===== src/rtl/pageCommitPkg.sv =====
package pageCommitPkg;
  typedef struct packed {
    logic loadAddr;
    logic storeByte;
    logic scanReset;
    logic scanStep;
    logic commitActive;
  } ctrlStrobes_t;
endpackage


===== src/rtl/pageBufferPath.sv =====
module pageBufferPath
  import pageCommitPkg::*;
#(
  parameter int ADDR_W     = 13,
  parameter int PAGE_BYTES = 32,
  parameter int DATA_W     = 8
) (
  input  logic              clk,
  input  logic              rstN,
  input  ctrlStrobes_t      strb,
  input  logic [ADDR_W-1:0] startAddr,
  input  logic [DATA_W-1:0] byteData,
  output logic              anyValid,
  output logic              scanLast,
  output logic              memWrEn,
  output logic [ADDR_W-1:0] memWrAddr,
  output logic [DATA_W-1:0] memWrData
);
  localparam int OFS_W  = $clog2(PAGE_BYTES);
  localparam int PAGE_W = ADDR_W - OFS_W;

  logic [PAGE_W-1:0]     pageBase;
  logic [OFS_W-1:0]      wrOfs;
  logic [OFS_W-1:0]      scanIdx;
  logic [PAGE_BYTES-1:0] validMask;
  logic [DATA_W-1:0]     pageBuf [PAGE_BYTES];

  always_ff @(posedge clk or negedge rstN) begin
    if (!rstN) begin
      pageBase  <= '0;
      wrOfs     <= '0;
      validMask <= '0;
    end else if (strb.loadAddr) begin
      pageBase  <= startAddr[ADDR_W-1:OFS_W];
      wrOfs     <= startAddr[OFS_W-1:0];
      validMask <= '0;
    end else if (strb.storeByte) begin
      validMask[wrOfs] <= 1'b1;
      wrOfs            <= wrOfs + 1'b1;
    end
  end

  always_ff @(posedge clk) begin
    if (strb.storeByte) pageBuf[wrOfs] <= byteData;
  end

  always_ff @(posedge clk or negedge rstN) begin
    if (!rstN)              scanIdx <= '0;
    else if (strb.scanReset) scanIdx <= '0;
    else if (strb.scanStep)  scanIdx <= scanIdx + 1'b1;
  end

  assign anyValid  = |validMask;
  assign scanLast  = (scanIdx == OFS_W'(PAGE_BYTES - 1));
  assign memWrEn   = strb.commitActive && validMask[scanIdx];
  assign memWrAddr = {pageBase, scanIdx};
  assign memWrData = pageBuf[scanIdx];
endmodule


===== src/rtl/pageCommitCtrl.sv =====
module pageCommitCtrl
  import pageCommitPkg::*;
#(
  parameter int WRITE_CYCLES = 625000
) (
  input  logic         clk,
  input  logic         rstN,
  input  logic         addrLoad,
  input  logic         byteValid,
  input  logic         stopEvent,
  input  logic         wpIn,
  input  logic         anyValid,
  input  logic         scanLast,
  output ctrlStrobes_t strb,
  output logic         busy
);
  localparam int TMR_W = (WRITE_CYCLES > 1) ? $clog2(WRITE_CYCLES) : 1;
  localparam logic [TMR_W-1:0] TMR_LAST = TMR_W'(WRITE_CYCLES - 1);

  typedef enum logic [1:0] {ST_IDLE, ST_COLLECT, ST_COMMIT, ST_WAIT} state_t;
  state_t state, nextState;
  logic [TMR_W-1:0] timer;

  always_comb begin
    strb      = '0;
    nextState = state;
    case (state)
      ST_IDLE: begin
        if (addrLoad) begin
          strb.loadAddr = 1'b1;
          nextState     = ST_COLLECT;
        end
      end
      ST_COLLECT: begin
        if (stopEvent) begin
          if (anyValid && !wpIn) begin
            strb.scanReset = 1'b1;
            nextState      = ST_COMMIT;
          end else begin
            nextState = ST_IDLE;
          end
        end else if (addrLoad) begin
          strb.loadAddr = 1'b1;
        end else if (byteValid) begin
          strb.storeByte = 1'b1;
        end
      end
      ST_COMMIT: begin
        strb.commitActive = 1'b1;
        strb.scanStep     = 1'b1;
        if (scanLast) nextState = ST_WAIT;
      end
      ST_WAIT: begin
        if (timer == TMR_LAST) nextState = ST_IDLE;
      end
      default: nextState = ST_IDLE;
    endcase
  end

  always_ff @(posedge clk or negedge rstN) begin
    if (!rstN) state <= ST_IDLE;
    else       state <= nextState;
  end

  always_ff @(posedge clk or negedge rstN) begin
    if (!rstN)                                         timer <= '0;
    else if (state == ST_WAIT && nextState == ST_WAIT) timer <= timer + 1'b1;
    else                                               timer <= '0;
  end

  assign busy = (state == ST_COMMIT) || (state == ST_WAIT);
endmodule


===== src/rtl/pageCommitEngine.sv =====
module pageCommitEngine
  import pageCommitPkg::*;
#(
  parameter int ADDR_W       = 13,
  parameter int PAGE_BYTES   = 32,
  parameter int DATA_W       = 8,
  parameter int WRITE_CYCLES = 625000
) (
  input  logic              clk,
  input  logic              rstN,
  input  logic              addrLoad,
  input  logic [ADDR_W-1:0] startAddr,
  input  logic              byteValid,
  input  logic [DATA_W-1:0] byteData,
  input  logic              stopEvent,
  input  logic              wpIn,
  output logic              memWrEn,
  output logic [ADDR_W-1:0] memWrAddr,
  output logic [DATA_W-1:0] memWrData,
  output logic              busy
);
  ctrlStrobes_t strb;
  logic anyValid;
  logic scanLast;

  pageCommitCtrl #(.WRITE_CYCLES(WRITE_CYCLES)) u_ctrl (
    .clk(clk), .rstN(rstN), .addrLoad(addrLoad), .byteValid(byteValid),
    .stopEvent(stopEvent), .wpIn(wpIn), .anyValid(anyValid),
    .scanLast(scanLast), .strb(strb), .busy(busy)
  );

  pageBufferPath #(.ADDR_W(ADDR_W), .PAGE_BYTES(PAGE_BYTES), .DATA_W(DATA_W)) u_path (
    .clk(clk), .rstN(rstN), .strb(strb), .startAddr(startAddr),
    .byteData(byteData), .anyValid(anyValid), .scanLast(scanLast),
    .memWrEn(memWrEn), .memWrAddr(memWrAddr), .memWrData(memWrData)
  );
endmodule


===== config.mk =====
export PLATFORM = sky130hd
export DESIGN_NAME = pageCommitEngine
export DESIGN_NICKNAME = d
export VERILOG_FILES = /design/src/rtl/pageCommitPkg.sv /design/src/rtl/pageBufferPath.sv /design/src/rtl/pageCommitCtrl.sv /design/src/rtl/pageCommitEngine.sv
export SDC_FILE = /design/constraint.sdc
export NUM_CORES = 1
export LEC_CHECK = 0
export CAP_MARGIN = 20
export CORE_ASPECT_RATIO = 1.75
export CORE_MARGIN = 2
export CORE_UTILIZATION = 60
export DETAILED_ROUTE_END_ITERATION = 12
export GPL_TIMING_DRIVEN = 0
export PLACE_DENSITY = 0.79
export SYNTH_ARGS = -nofsm -noshare
export SYNTH_HDL_FRONTEND = slang
export SYNTH_SLANG_ARGS = --single-unit

===== constraint.sdc =====
create_clock -name clk -period 3.2 [get_ports clk]
set_input_delay 0.48 -clock clk [delete_from_list [all_inputs] [get_ports clk]]
set_output_delay 0.48 -clock clk [all_outputs]
set_load 0.01 [all_outputs]

### Word-level counts from Yosys, hierarchy flattened

Memory sizes are Yosys's and may differ from the RTL's.
Index checks and enable logic that the tools add are counted.

| storage, ports and cells | value |
|---|---|
| register bits after elaboration | 72 |
| bits in latches | 0 |
| memory bits (writable) | 256 |
| ROM bits | 0 |
| input port bits | 27 |
| output and inout bits | 23 |
| logic and storage cells | 58 |
| memories kept | 1 |

Memory list:

| name | words | bits a word | rd ports | clocked after Yosys merged registers in | write ports | line | RTL |
|---|---|---|---|---|---|---|---|
| u_path.pageBuf | 32 | 8 | 1 | 0 | 1 | pageBufferPath.sv:26 | `logic [DATA_W-1:0] pageBuf [PAGE_BYTES];` |

| operators by class | value |
|---|---|
| $add $sub $neg | 3 |
| multipliers | 0 |
| div/mod/pow operators | 0 |
| order comparisons | 3 |
| equal/unequal tests | 6 |
| shift operators | 0 |
| muxes and demuxes | 28 |
| bitwise operators | 1 |
| reductions and logical operators | 10 |

Operators by type and width:

| cell | count |
|---|---|
| 32-bit 2-to-1 mux | 2 |
| 32-bit OR | 1 |
| 32-bit OR reduction | 1 |
| 20-bit by 1-bit adder with 20-bit output, second input constant | 1 |
| 20-bit equality test, second input constant | 1 |
| 20-bit 2-to-1 mux | 1 |
| 5-bit 2-to-1 mux | 4 |
| 2-bit 2-to-1 mux | 8 |
| 5-bit by 6-bit < comparator with 1-bit output, second input constant | 2 |
| 5-bit by 1-bit adder with 5-bit output, second input constant | 2 |
| 1-bit 2-to-1 mux | 9 |
| 2-bit one-hot mux with 4 select lines | 1 |
| 2-bit equality test, second input constant | 3 |
| 1-bit binary-select mux with 5-bit select | 1 |
| 1-bit demux with 5-bit select | 1 |
| 5-bit equality test, second input constant | 1 |
| 5-bit by 1-bit >= comparator with 1-bit output, second input constant | 1 |
| 1-bit logical AND | 4 |
| 2-bit nonzero test | 2 |
| 2-bit by 1-bit equality test with 1-bit output, second input constant | 1 |
| 2-bit zero test | 1 |
| 1-bit one-hot mux with 2 select lines | 1 |
| 1-bit zero test | 1 |
| 1-bit logical OR | 1 |

### Depth between registers and ports, before layout

| depth | value |
|---|---|
| depth after elaboration | 8 |
| depth in mapped cells | 8 |
| depth with buffers taken out | 7 |

### Modules after synthesis

From an unflattened synthesis, not the netlist that was laid out.

| second synthesis, totals | value |
|---|---|
| cell total of the unflattened synthesis | 837 |
| area, all modules | 13500.4 sq um |

Modules (own cells, without submodules):

| module | instances | cells an instance | area an instance (sq um) | seq. area each (sq um) |
|---|---|---|---|---|
| pageBufferPath | 1 | 718 | 12326.8 | 8938.6 |
| pageCommitCtrl | 1 | 119 | 1173.6 | 550.5 |

### Worst setup path after synthesis

No wires, ideal clock.

| timing path | value |
|---|---|
| path kind | flip-flop to output port |
| start point | register u_path.scanIdx[1] |
| end point | output memWrData[3] |
| data arrival time | 2115 ps |
| data required time | 2720 ps |
| setup slack | 605 ps |
| stages on the path, launching flop included | 6 |
| path buffers | 2 |
| cell sequence | dfrtp_1 > clkbuf_1 > clkbuf_1 > mux4_2 > mux4_2 > mux2_2 |

| between the ends | value |
|---|---|
| cells in the longest elaborated chain, start to end | 1 |

Ends and longest elaborated chain:

| what | line | RTL |
|---|---|---|
| start: declaration | pageBufferPath.sv:24 | `logic [OFS_W-1:0] scanIdx;` |
| start signal: assignment | pageBufferPath.sv:50 | `else if (strb.scanStep) scanIdx <= scanIdx + 1'b1;` |
| memory 32 x 8 bit | n/a |  |
| end: declaration | pageCommitEngine.sv:19 | `output logic [DATA_W-1:0] memWrData,` |

No other way between the ends.

### Worst setup path in the final report

| timing path | value |
|---|---|
| start point | register u_path.scanIdx[0] |
| end point | output memWrData[5] |

The elaborated chain is that of the path after synthesis.

==> summary.md <==
| Metric | Value |
|---|---|
| Outcome | finished with violations |
| Failing checks | negative setup slack |
| Clock power frac | 0.271 |
| Sequential share of power | 0.388 |
| #FFs+latches synth | roughly 330 |
| Syn Area/Cell | 18.57 um2 |
| Worst skew pair latency | ~0.56 ns |
| Fin area | 0.01566 mm2 |
| Clk_skew | around 0.021 ns |
| Post-DRT Antenna Nets | 0 |
| PD cells | 811.7 mW/mm2 |
| Clk slew on worst S/H paths | around 0.070 ns |
| CP required | 2.72 ns |
| I/O pin count | 50 |
| Num CTS Buffers | 27 |
| Die H | around 200 um |
| Max_slew headroom | 0.2475 |
| Final Hold Fails | 0 |
| Pre-antenna DRT Iters | 5 |
| Post-Syn Area | between 0.01 and 0.015 mm2 |
| NetSw | 3.692 mW |
| Overall die area | roughly 0.023 mm2 |
| Clock Tree Buf Depth | 3 |
| Clk sinks | 328 |
| Crit end category | primary output |
| Ys async rst share | 0.2195 |
| Synth cell types | 42 |
| Synth area leaders | edfxtp_1 (58%), mux4_2 (15%), dfrtp_1 (14%), o21a_1 (2.1%), nor2_1 (1.6%) |
| Synth Warn # | 0 |
| Layout area overhead | 18.79% |
| P_int | ~9.0 mW |
| WS Path Type | reg2out |
| Crit path cell chain | buf_12, buf_12, buf_12, buf_8, mux4_2, mux4_2, mux2_4, buf_6 |
| Post-synth EDFFs | between 200 and 300 |
| Row count | roughly 70 |
| IR drop worst, VDD | approximately 600 uV |
| Largest area contributor in the netlist | edfxtp_1 |
| Final Setup Violations | 9 |
| Post-Syn Instances | 710 |
| Worst setup slack after placement | -0.4502 ns |
| Hold buffers post-CTS | 0 |
| Fraction of final layout cells sized beyond drive strength 1 | 0.2589 |
| Combinational power share | 0.342 |
| Top fanout value on the critical path | 6 |
| Pin count of the biggest net entering global routing | 73 |
| Hold Path Class | in2async |
| Worst setup SP type | flop |
| PortBufs | 49 |
| CP Data Arrival Time | between 2 and 3 ns |
| Hold Slack | roughly 0.063 ns |
| Setup TNS | -1.848 ns |
| Slew @ Worst Pin | ~1.1 ns |
| Routed vias/inst | between 6 and 7 |
| DR WL/cell | just under 30 um |
| Most used cell, CP | buf_12 |
| Max Freq | slightly below 0.3 GHz |
| Fin crit share | 1.077 |
| Top FF cell, synth | edfxtp_1 |
| Iter 0 DRT Violations | roughly 860 |
| Slew Viols, Final | 0 |
| Pwr Total | approximately 13 mW |
| Antenna violations before repair | 0 |
| Maxcap violations | 0 |
| Routability cong. | about 0.94 |
| Final worst slack | -0.2460 ns |
| DP HPWL | around 20000 um |
| Fin crit period | 3.446 ns |
| Post-DP Area | between 0.01 and 0.015 mm2 |
| Nets@finish | roughly 860 |
| Via count | roughly 7500 |
| Die X | about 120 um |
| Largest stage delay, worst path | approximately 0.54 ns |
| Placed Cells | approximately 1100 |
| Core ar. | 0.02150 mm2 |
| Sw Ratio | 0.2904 |
| Global route total overflow | 0 |
| Net Count, Synth | 744 |
| Diodes inserted | 0 |
| Final core utilization | 0.7284 |
| Root Buffer Master | clkbuf_16 |
| Synth top area share | 0.5832 |
| Seq/Total Area, Yosys | 0.7199 |
| P_leak | about 5.5 nW |
| Crit. Startpoint | u_path.scanIdx[0] |
| RSZ-0062 raised after global routing | yes |
| Vias in the first global route | slightly below 8000 |
| TritonCTS clock tree | done |
| Total wire length | approximately 33000 um |
| Fillers | between 1000 and 1500 |
| Reg2Reg Depth | 5 |
| CP max-delay cell | mux4_2 |
| CTS H-tree lvls | 1 |
| Layout Cells excl Fill | between 1000 and 1500 |
| Initial core utilization | 0.6131 |
| Total track usage | 0.2952 |
| Worst r2r src | u_ctrl.state[1] |
| First-pass GRT wire length | around 48000 um |
| DRC | 0 |
-- final timing paths --
kind | end | slack [ns]
max | memWrData[5] | -0.25
min | u_ctrl.timer[10] | 0.06
max reg2reg | u_path.pageBuf[24][4] | 0.32
min reg2reg | u_ctrl.timer[0] | 0.48
max in group asynchronous | u_path.scanIdx[0] | 2.47
min in group clk | u_path.pageBase[7] | 0.46
-- cells in the final DEF, fill, tap and decap left out, types with 6 or more instances in the layout --
| master | synthesis | layout |
|---|---|---|
| and3_1 | 7 | 7 |
| mux2_4 | 0 | 8 |
| nor4_1 | 9 | 9 |
| nor3_1 | 6 | 6 |
| ha_1 | 7 | 7 |
| nand4_1 | 9 | 9 |
| buf_6 | 1 | 12 |
| edfxtp_1 | 256 | 256 |
| nand3_1 | 9 | 9 |
| buf_12 | 0 | 11 |
| clkbuf_1 | 24 | 20 |
| clkdlybuf4s50_1 | 0 | 39 |
| o21a_1 | 36 | 36 |
| nand2_1 | 46 | 46 |
| buf_4 | 6 | 24 |
| dfrtp_1 | 72 | 69 |
| clkbuf_16 | 0 | 31 |
| nor2_1 | 57 | 57 |
| mux4_2 | 88 | 88 |
| xor2_1 | 16 | 16 |
-- routing by layer --
metal | wire [um] | part of all wire | track usage | vias to the layer above
met1 | 11170 | 0.34 | 0.3597 | 3888
li1 | - | - | - | 3037
met3 | 2328 | 0.070 | 0.03442 | 93
met4 | 1343 | 0.041 | 0.1182 | 0
met5 | 0 | 0 | 0 | -
met2 | 18290 | 0.55 | 0.5354 | 466
-- critical path, delay by kind of cell (launching register included) --
| family | cells | cell delay [ns] |
|---|---|---|
| flops | 1 | 0.45 |
| buf+inv | 5 | 0.66 |
| mux | 3 | 1.30 |
-- repair_timing --
item	4_1_cts	5_1_grt
setup buffers	17	12
gates cloned	3	0
pin swaps	0	2
endpoints found under the setup margin	9	9
resized for setup	91	10
-- layout make-up --
type	count	area, um2	area share
clock buffers	34	752.0	0.04802
plain buffers	35	279.0	0.01782
clock inverters	16	170.2	0.01087
well taps	292	365.4	0.02333
repair buffers	88	1037	0.06624
inverters	4	15.01	0.0009588
multi-input cells	341	3547	0.2265
flip-flops and latches	328	9493	0.6062
-- registers in the layout, summed over array words and instances, names as in the netlist --
name / cells
u_path.pageBase: 8
u_ctrl.timer: 20
u_path.validMask: 32
u_path.wrOfs: 5
u_path.pageBuf: 256
u_ctrl.state: 2
u_path.scanIdx: 5
-- cell usage after synthesis (3+ instances only) --
master    count
nand3b_1      3
mux2i_1       3
and3_1        7
o21a_1       36
buf_2         3
xnor2_1       4
xor2_1       16
nor2_1       57
nand4_1       9
ha_1          7
nor3_1        6
buf_1         3
mux4_2       88
edfxtp_1    256
nand2_1      46
nor4_1        9
inv_1         4
a21oi_1       5
clkbuf_1     24
mux2_2        9
dfrtp_1      72
buf_4         6
nand3_1       9
o21ai_0       5
-- cell families after synthesis --
family	Yosys count	synth area share
buffers and inverters	41	0.01424
and+or+nand+nor	162	0.05771
DFF	328	0.7199
muxes	100	0.1603
xor gates and xnor gates	20	0.01329
adders and majority gates	7	0.006644
AOI/OAI and AO/OA	52	0.02791
-- power groups by stage --
| stage | clock network, mW | registers (mW) | logic (mW) |
|---|---|---|---|
| 2_1_floorplan | 0 | 4.95 | 2.19 |
| 3_3_place_gp | 0 | 4.94 | 3.39 |
| 3_5_place_dp | 0 | 4.96 | 3.48 |
| 4_1_cts | 3.43 | 4.93 | 4.14 |
| 5_1_grt | 3.58 | 4.94 | 4.54 |
| 6_report | 3.44 | 4.93 | 4.34 |
Note: power is estimated with default switching activity, not from simulation.
